`src/rtl/lcd_par_pkg.sv`:
```
package lcd_par_pkg;

   typedef enum logic [1:0] {
      PH_IDLE   = 2'd0,
      PH_SETUP  = 2'd1,
      PH_STROBE = 2'd2,
      PH_HOLD   = 2'd3
   } lcd_phase_e;

endpackage

```
`src/rtl/lcd_phase_cnt.sv`:
```
module lcd_phase_cnt #(
   parameter int CNT_W = 4
) (
   input  logic             clk,
   input  logic             rst_n,
   input  logic             load,
   input  logic [CNT_W-1:0] load_val,
   output logic             expired
);

   logic [CNT_W-1:0] cnt_q;

   always_ff @(posedge clk or negedge rst_n) begin
      if (!rst_n)
         cnt_q <= '0;
      else if (load)
         cnt_q <= load_val;
      else if (cnt_q != '0)
         cnt_q <= cnt_q - 1'b1;
   end

   assign expired = (cnt_q == '0);

   // counter never wraps: a non-loading cycle only ever decreases it
   AST_CNT_NO_WRAP: assert property (@(posedge clk) disable iff (!rst_n)
      !load |=> (cnt_q <= $past(cnt_q)));

endmodule

```
`src/rtl/lcd_rd_buf.sv`:
```
module lcd_rd_buf #(
   parameter int DATA_W = 8
) (
   input  logic              clk,
   input  logic              rst_n,
   input  logic              capture,
   input  logic [DATA_W-1:0] din,
   input  logic              ack,
   output logic [DATA_W-1:0] dout,
   output logic              full
);

   always_ff @(posedge clk or negedge rst_n) begin
      if (!rst_n) begin
         dout <= '0;
         full <= 1'b0;
      end else begin
         if (capture)
            dout <= din;
         if (capture)
            full <= 1'b1;
         else if (ack)
            full <= 1'b0;
      end
   end

   AST_RD_FULL_SET: assert property (@(posedge clk) disable iff (!rst_n)
      capture |=> (full && dout == $past(din)));

   AST_ACK_CLEARS: assert property (@(posedge clk) disable iff (!rst_n)
      (ack && !capture) |=> (!full && $stable(dout)));

endmodule

```
`src/rtl/lcd_par_ctrl.sv`:
```
module lcd_par_ctrl
   import lcd_par_pkg::*;
#(
   parameter int DATA_W = 8,
   parameter int CNT_W  = 4
) (
   input  logic              clk,
   input  logic              rst_n,
   input  logic [CNT_W-1:0]  cfg_setup,
   input  logic [CNT_W-1:0]  cfg_wait,
   input  logic [CNT_W-1:0]  cfg_hold,
   input  logic              cpu_req,
   input  logic              dma_req,
   input  logic              req_rd,
   input  logic              req_a0,
   input  logic [DATA_W-1:0] req_wdata,
   input  logic              rd_ack,
   output logic [DATA_W-1:0] rd_data,
   output logic              busy,
   output logic              irq_wr_empty,
   output logic              irq_rd_full,
   output logic              lcd_a0,
   output logic              lcd_cs_n,
   output logic              lcd_wr_n,
   output logic              lcd_rd_n,
   output logic [DATA_W-1:0] lcd_d_o,
   output logic              lcd_d_oe,
   input  logic [DATA_W-1:0] lcd_d_i
);

   localparam int MAX_PHASE = (1 << CNT_W);

   generate
      if (DATA_W < 1 || DATA_W > 32) begin : g_bad_data_w
         $error("lcd_par_ctrl: DATA_W must lie in 1..32");
      end
      if (CNT_W < 1 || CNT_W > 16) begin : g_bad_cnt_w
         $error("lcd_par_ctrl: CNT_W must lie in 1..16");
      end
      if (MAX_PHASE < 2) begin : g_bad_phase
         $error("lcd_par_ctrl: phase range too small");
      end
   endgenerate

   lcd_phase_e        phase_q;
   logic              is_rd_q;
   logic              a0_q;
   logic [DATA_W-1:0] wdata_q;
   logic              start;
   logic              ph_done;
   logic              cnt_load;
   logic [CNT_W-1:0]  cnt_val;
   logic              rd_capture;

   assign start = (cpu_req || dma_req) && (phase_q == PH_IDLE);

   always_ff @(posedge clk or negedge rst_n) begin
      if (!rst_n) begin
         phase_q <= PH_IDLE;
         is_rd_q <= 1'b0;
         a0_q    <= 1'b0;
         wdata_q <= '0;
      end else begin
         case (phase_q)
            PH_IDLE: if (start) begin
               phase_q <= PH_SETUP;
               is_rd_q <= req_rd;
               a0_q    <= req_a0;
               wdata_q <= req_wdata;
            end
            PH_SETUP:  if (ph_done) phase_q <= PH_STROBE;
            PH_STROBE: if (ph_done) phase_q <= PH_HOLD;
            PH_HOLD:   if (ph_done) phase_q <= PH_IDLE;
            default:   phase_q <= PH_IDLE;
         endcase
      end
   end

   always_comb begin
      cnt_load = 1'b0;
      cnt_val  = cfg_setup;
      case (phase_q)
         PH_IDLE: begin
            cnt_load = start;
            cnt_val  = cfg_setup;
         end
         PH_SETUP: begin
            cnt_load = ph_done;
            cnt_val  = cfg_wait;
         end
         PH_STROBE: begin
            cnt_load = ph_done;
            cnt_val  = cfg_hold;
         end
         default: begin
            cnt_load = 1'b0;
            cnt_val  = cfg_setup;
         end
      endcase
   end

   lcd_phase_cnt #(.CNT_W(CNT_W)) i_phase_cnt (
      .clk      (clk),
      .rst_n    (rst_n),
      .load     (cnt_load),
      .load_val (cnt_val),
      .expired  (ph_done)
   );

   assign rd_capture = (phase_q == PH_STROBE) && ph_done && is_rd_q;

   lcd_rd_buf #(.DATA_W(DATA_W)) i_rd_buf (
      .clk     (clk),
      .rst_n   (rst_n),
      .capture (rd_capture),
      .din     (lcd_d_i),
      .ack     (rd_ack),
      .dout    (rd_data),
      .full    (irq_rd_full)
   );

   assign busy         = (phase_q != PH_IDLE);
   assign irq_wr_empty = !busy;
   assign lcd_cs_n     = !busy;
   assign lcd_a0       = a0_q;
   assign lcd_wr_n     = !((phase_q == PH_STROBE) && !is_rd_q);
   assign lcd_rd_n     = !((phase_q == PH_STROBE) && is_rd_q);
   assign lcd_d_oe     = busy && !is_rd_q;
   assign lcd_d_o      = wdata_q;

   AST_SETUP_FIRST: assert property (@(posedge clk) disable iff (!rst_n)
      $fell(lcd_cs_n) |-> (lcd_wr_n && lcd_rd_n));

   AST_A0_STABLE: assert property (@(posedge clk) disable iff (!rst_n)
      !lcd_cs_n |=> (lcd_cs_n || $stable(lcd_a0)));

   AST_NO_RESTART: assert property (@(posedge clk) disable iff (!rst_n)
      busy |=> (phase_q != PH_SETUP || $past(phase_q) == PH_SETUP));

   AST_OE_RELEASE: assert property (@(posedge clk) disable iff (!rst_n)
      $rose(lcd_cs_n) |-> !lcd_d_oe);

   AST_STROBE_AFTER_SETUP: assert property (@(posedge clk) disable iff (!rst_n)
      ($fell(lcd_wr_n) || $fell(lcd_rd_n)) |-> $past(phase_q) == PH_SETUP);

endmodule

```
`config.mk`:
```
export PLATFORM = sky130hd
export DESIGN_NAME = lcd_par_ctrl
export DESIGN_NICKNAME = d
export VERILOG_FILES = /design/src/rtl/lcd_par_pkg.sv /design/src/rtl/lcd_phase_cnt.sv /design/src/rtl/lcd_rd_buf.sv /design/src/rtl/lcd_par_ctrl.sv
export SDC_FILE = /design/constraint.sdc
export NUM_CORES = 1
export LEC_CHECK = 0
export ABC_CLOCK_PERIOD_IN_PS = 3900
export BUFFER_PORTS_ARGS = -buffer_cell sky130_fd_sc_hd__buf_2
export CELL_PAD_IN_SITES_DETAIL_PLACEMENT = 1
export CELL_PAD_IN_SITES_GLOBAL_PLACEMENT = 1
export CORE_AREA = 10 10 61 83
export DETAILED_ROUTE_END_ITERATION = 12
export DIE_AREA = 0 0 71 93
export GPL_TIMING_DRIVEN = 0
export PLACE_DENSITY_LB_ADDON = 0.05
export SETUP_SLACK_MARGIN = 0.5
export SLEW_MARGIN = 25
export SYNTH_ARGS = -nofsm -noshare
export SYNTH_HDL_FRONTEND = slang
export SYNTH_SLANG_ARGS = --single-unit
```
`constraint.sdc`:
```
create_clock -name clk -period 3.9 [get_ports clk]
set_clock_uncertainty 0.15 [all_clocks]
set_input_delay 0 -clock clk [delete_from_list [all_inputs] [get_ports clk]]
set_output_delay 0 -clock clk [all_outputs]
set_load 0.01 [all_outputs]
```
==> results_dict.tcl <==
set metrics [dict create \
    outcome "complete, no violations" \
    worstSetupStartpointType "register" \
    hold_viol_final 0 \
    p_seq_frac 0.334 \
    power_leakage_uw 0.000965 \
    clk_pin_slew_worst_paths_ps 90 \
    required_ps 3910 \
    dp_slack_ps 1780 \
    finalCriticalPeriod_ps 2100 \
    num_antenna_cells 0 \
    gp_congestion 0.691 \
    placed_cell_area_um2 1650 \
    swShare 0.401 \
    fin_area_um2 1930 \
    path_delay_family "flip-flops" \
    yosysSeqAreaShare 0.478 \
    synth.distinct_cells 29 \
    cts_tree "done" \
    rr_worst_depth 5 \
    final_cell_mix "59 x buf_2, 25 x dfrtp_1, 23 x dlygate4sd3_1" \
    syn_area_um2 1310 \
    synth_nets 150 \
    slowest_delay_ps 460 \
    crit_slowest_cell "dfrtp_1" \
    final_cells 235 \
    finalMaxSlewViolations 0 \
    power.density_nw_per_um2 743 \
    die-area_um2 6600 \
    dp_cells 208 \
    period_share 0.538 \
    grt_start_max_net_pins 26 \
    area_delta_synth_final_pct 47.3 \
    tritoncts.num_buffers 3 \
    ir_worst_vdd_v 0.000343 \
    maxSlewHeadroom 0.619 \
    grt_pass1_wl_um 6380 \
    rsz0062_at_grt "no" \
    ys_warn_count 0 \
    fin_nets 236 \
    drv_cap 0 \
    htree_levels 1 \
    overflow 0 \
    clock_power_share 0.108 \
    worstSetupPathType "register to register" \
    dr.pass1.iters 2 \
    grt_pass1_vias 1319 \
    start_util 0.366 \
    rows 26 \
    drt_wl_total_um 3830 \
    cp-end-kind "register" \
    track_usage 0.116 \
    drt_iter0_drc 27 \
    die_y_um 93 \
    hold_path_class "input port to register" \
    mostFrequentLayoutCell "buf_2" \
    cts_buffer_depth 2 \
    clkSinkCount 25 \
    io_pins 59 \
    whs_path_depth 5 \
    grt_antenna_before_repair 0 \
    path_depth 5 \
    portBuffers 58 \
    finalWorstSetupSlack_ps 1800 \
    clock_latency_ps 260 \
    root_buffer "clkbuf_8" \
    drc 0 \
    fmax_mhz 477 \
    arrival_ps 2100 \
    dieWidth_um 71 \
    cp_cell_sequence "inv_1 > ha_1 > o21ai_1 > buf_2 > mux2_2" \
    fin_setup_tns_ps 0 \
    n_fill_cell 411 \
    syn_avg_cell_area_um2 12.1 \
    routedWlPerCell_um 16.3 \
    switching_power_uw 574 \
    setup_viol 0 \
    vias 1122 \
    crit_fanout 10 \
    internal_power_uw 859 \
    viasPerCell 4.77 \
    critPathBufInv 2 \
    layout-drive-gt1-share 0.456 \
    core_um2 3580 \
    synthCells 108 \
    synth-seq-cells 25 \
    final_antenna_net_count 0 \
    tightest_slew_ps 572 \
    dp_hpwl_um 2960 \
    pwr-share-comb 0.558 \
    postCtsSetupBuffers 0 \
]
## sequential cells by signal (all words and copies together) (netlist names)
register / cells
i_phase_cnt.cnt_q: 4
i_rd_buf.dout: 8
i_rd_buf.full: 1
is_rd_q: 1
lcd_a0: 1
lcd_d_o: 8
phase_q: 2
## final cells by class
type / instances / area, µm² / area share
flip-flops and latches: 25 / 626 / 0.324
repair buffers: 81 / 520 / 0.270
well taps: 42 / 52.6 / 0.0272
plain buffers: 4 / 37.5 / 0.0195
multi-input cells: 71 / 617 / 0.320
clock inverters: 1 / 5.00 / 0.00259
inverters: 8 / 30.0 / 0.0156
clock buffers: 3 / 41.3 / 0.0214
## worst paths after layout
check / startpoint / end / slack [ps]
max in group asynchronous: rst_n / phase_q[0]$_DFFE_PN0P_ / 3120
setup / recovery: phase_q[0]$_DFFE_PN0P_ / lcd_d_o[5]$_DFFE_PN0P_ / 1800
setup reg to reg: phase_q[0]$_DFFE_PN0P_ / lcd_d_o[5]$_DFFE_PN0P_ / 1800
min in group asynchronous: rst_n / lcd_a0$_DFFE_PN0P_ / 110
hold reg to reg: i_rd_buf.full$_DFFE_PN0P_ / i_rd_buf.full$_DFFE_PN0P_ / 340
hold / removal: cfg_setup[0] / i_phase_cnt.cnt_q[0]$_DFFE_PN0P_ / 20
## metrics by stage
step / utilization / hold WS (ps) / total power [µW]
3_3_place_gp: 0.462 / -126 / 1250
5_1_grt: 0.539 / 37.0 / 1560
3_5_place_dp: 0.462 / -121 / 1290
2_1_floorplan: - / -446 / 1010
4_1_cts: 0.539 / 15.3 / 1460
6_report: 0.539 / 17.7 / 1430
## power by group through the flow
stage                     logic (µW)  clock network (µW)  registers (µW)
after floorplan                  489                   0             516
after global placement           770                   0             476
after detailed placement         803                   0             484
after CTS                        825                 158             480
after global routing             896                 170             498
final                            800                 154             479
## cells in the mapped netlist
| cell | count | area [µm²] |
|---|---|---|
| nand2b_1 | 2 | 12.5 |
| nor2b_4 | 1 | 13.8 |
| ha_1 | 7 | 87.6 |
| a22oi_1 | 4 | 30.0 |
| o21ai_0 | 3 | 15.0 |
| nor3b_1 | 1 | 7.51 |
| a221o_1 | 1 | 10.0 |
| mux2_4 | 8 | 120 |
| o32a_1 | 1 | 10.0 |
| a21o_2 | 1 | 8.76 |
| mux2_2 | 10 | 113 |
| a211oi_1 | 1 | 7.51 |
| mux2i_1 | 4 | 40.0 |
| nor3b_4 | 1 | 18.8 |
| buf_2 | 1 | 5.00 |
| nor2_1 | 9 | 33.8 |
| inv_1 | 8 | 30.0 |
| dfrtp_1 | 25 | 626 |
| buf_4 | 1 | 7.51 |
| nor3_1 | 3 | 15.0 |
| or3_1 | 1 | 6.26 |
| o211ai_1 | 1 | 7.51 |
| nand3_1 | 1 | 5.00 |
| buf_12 | 1 | 20.0 |
| a21oi_2 | 1 | 8.76 |
| a21oi_1 | 6 | 30.0 |
| nand2_1 | 3 | 11.3 |
| o21ai_1 | 1 | 5.00 |
| clkbuf_2 | 1 | 5.00 |
## metal layers
metal,track usage,part of all wire
met1,0.117,0.37
met2,0.219,0.55
met3,0.0413,0.076
met4,0.0243,0.0050
met5,0,0
## repair_timing
action,4_1_cts,5_1_grt
gates resized for setup,0,0
hold buffers,23,0
endpoints found under the hold margin,47,0
## worst register-to-register path: stages, from the launching register on
cell and delay, ps:
dfrtp_1 460, inv_1 100, ha_1 290, o21ai_1 280, buf_2 330, mux2_2 370
## cells by family after synthesis
group / synth area share
AND/OR/NAND/NOR: 0.0945
buffers and inverters: 0.0516
multiplexers: 0.208
AO/OA/AOI/OAI: 0.101
adder cells (fa/ha/maj): 0.0669
flip-flops: 0.478
(Power assumes the default switching activity.)
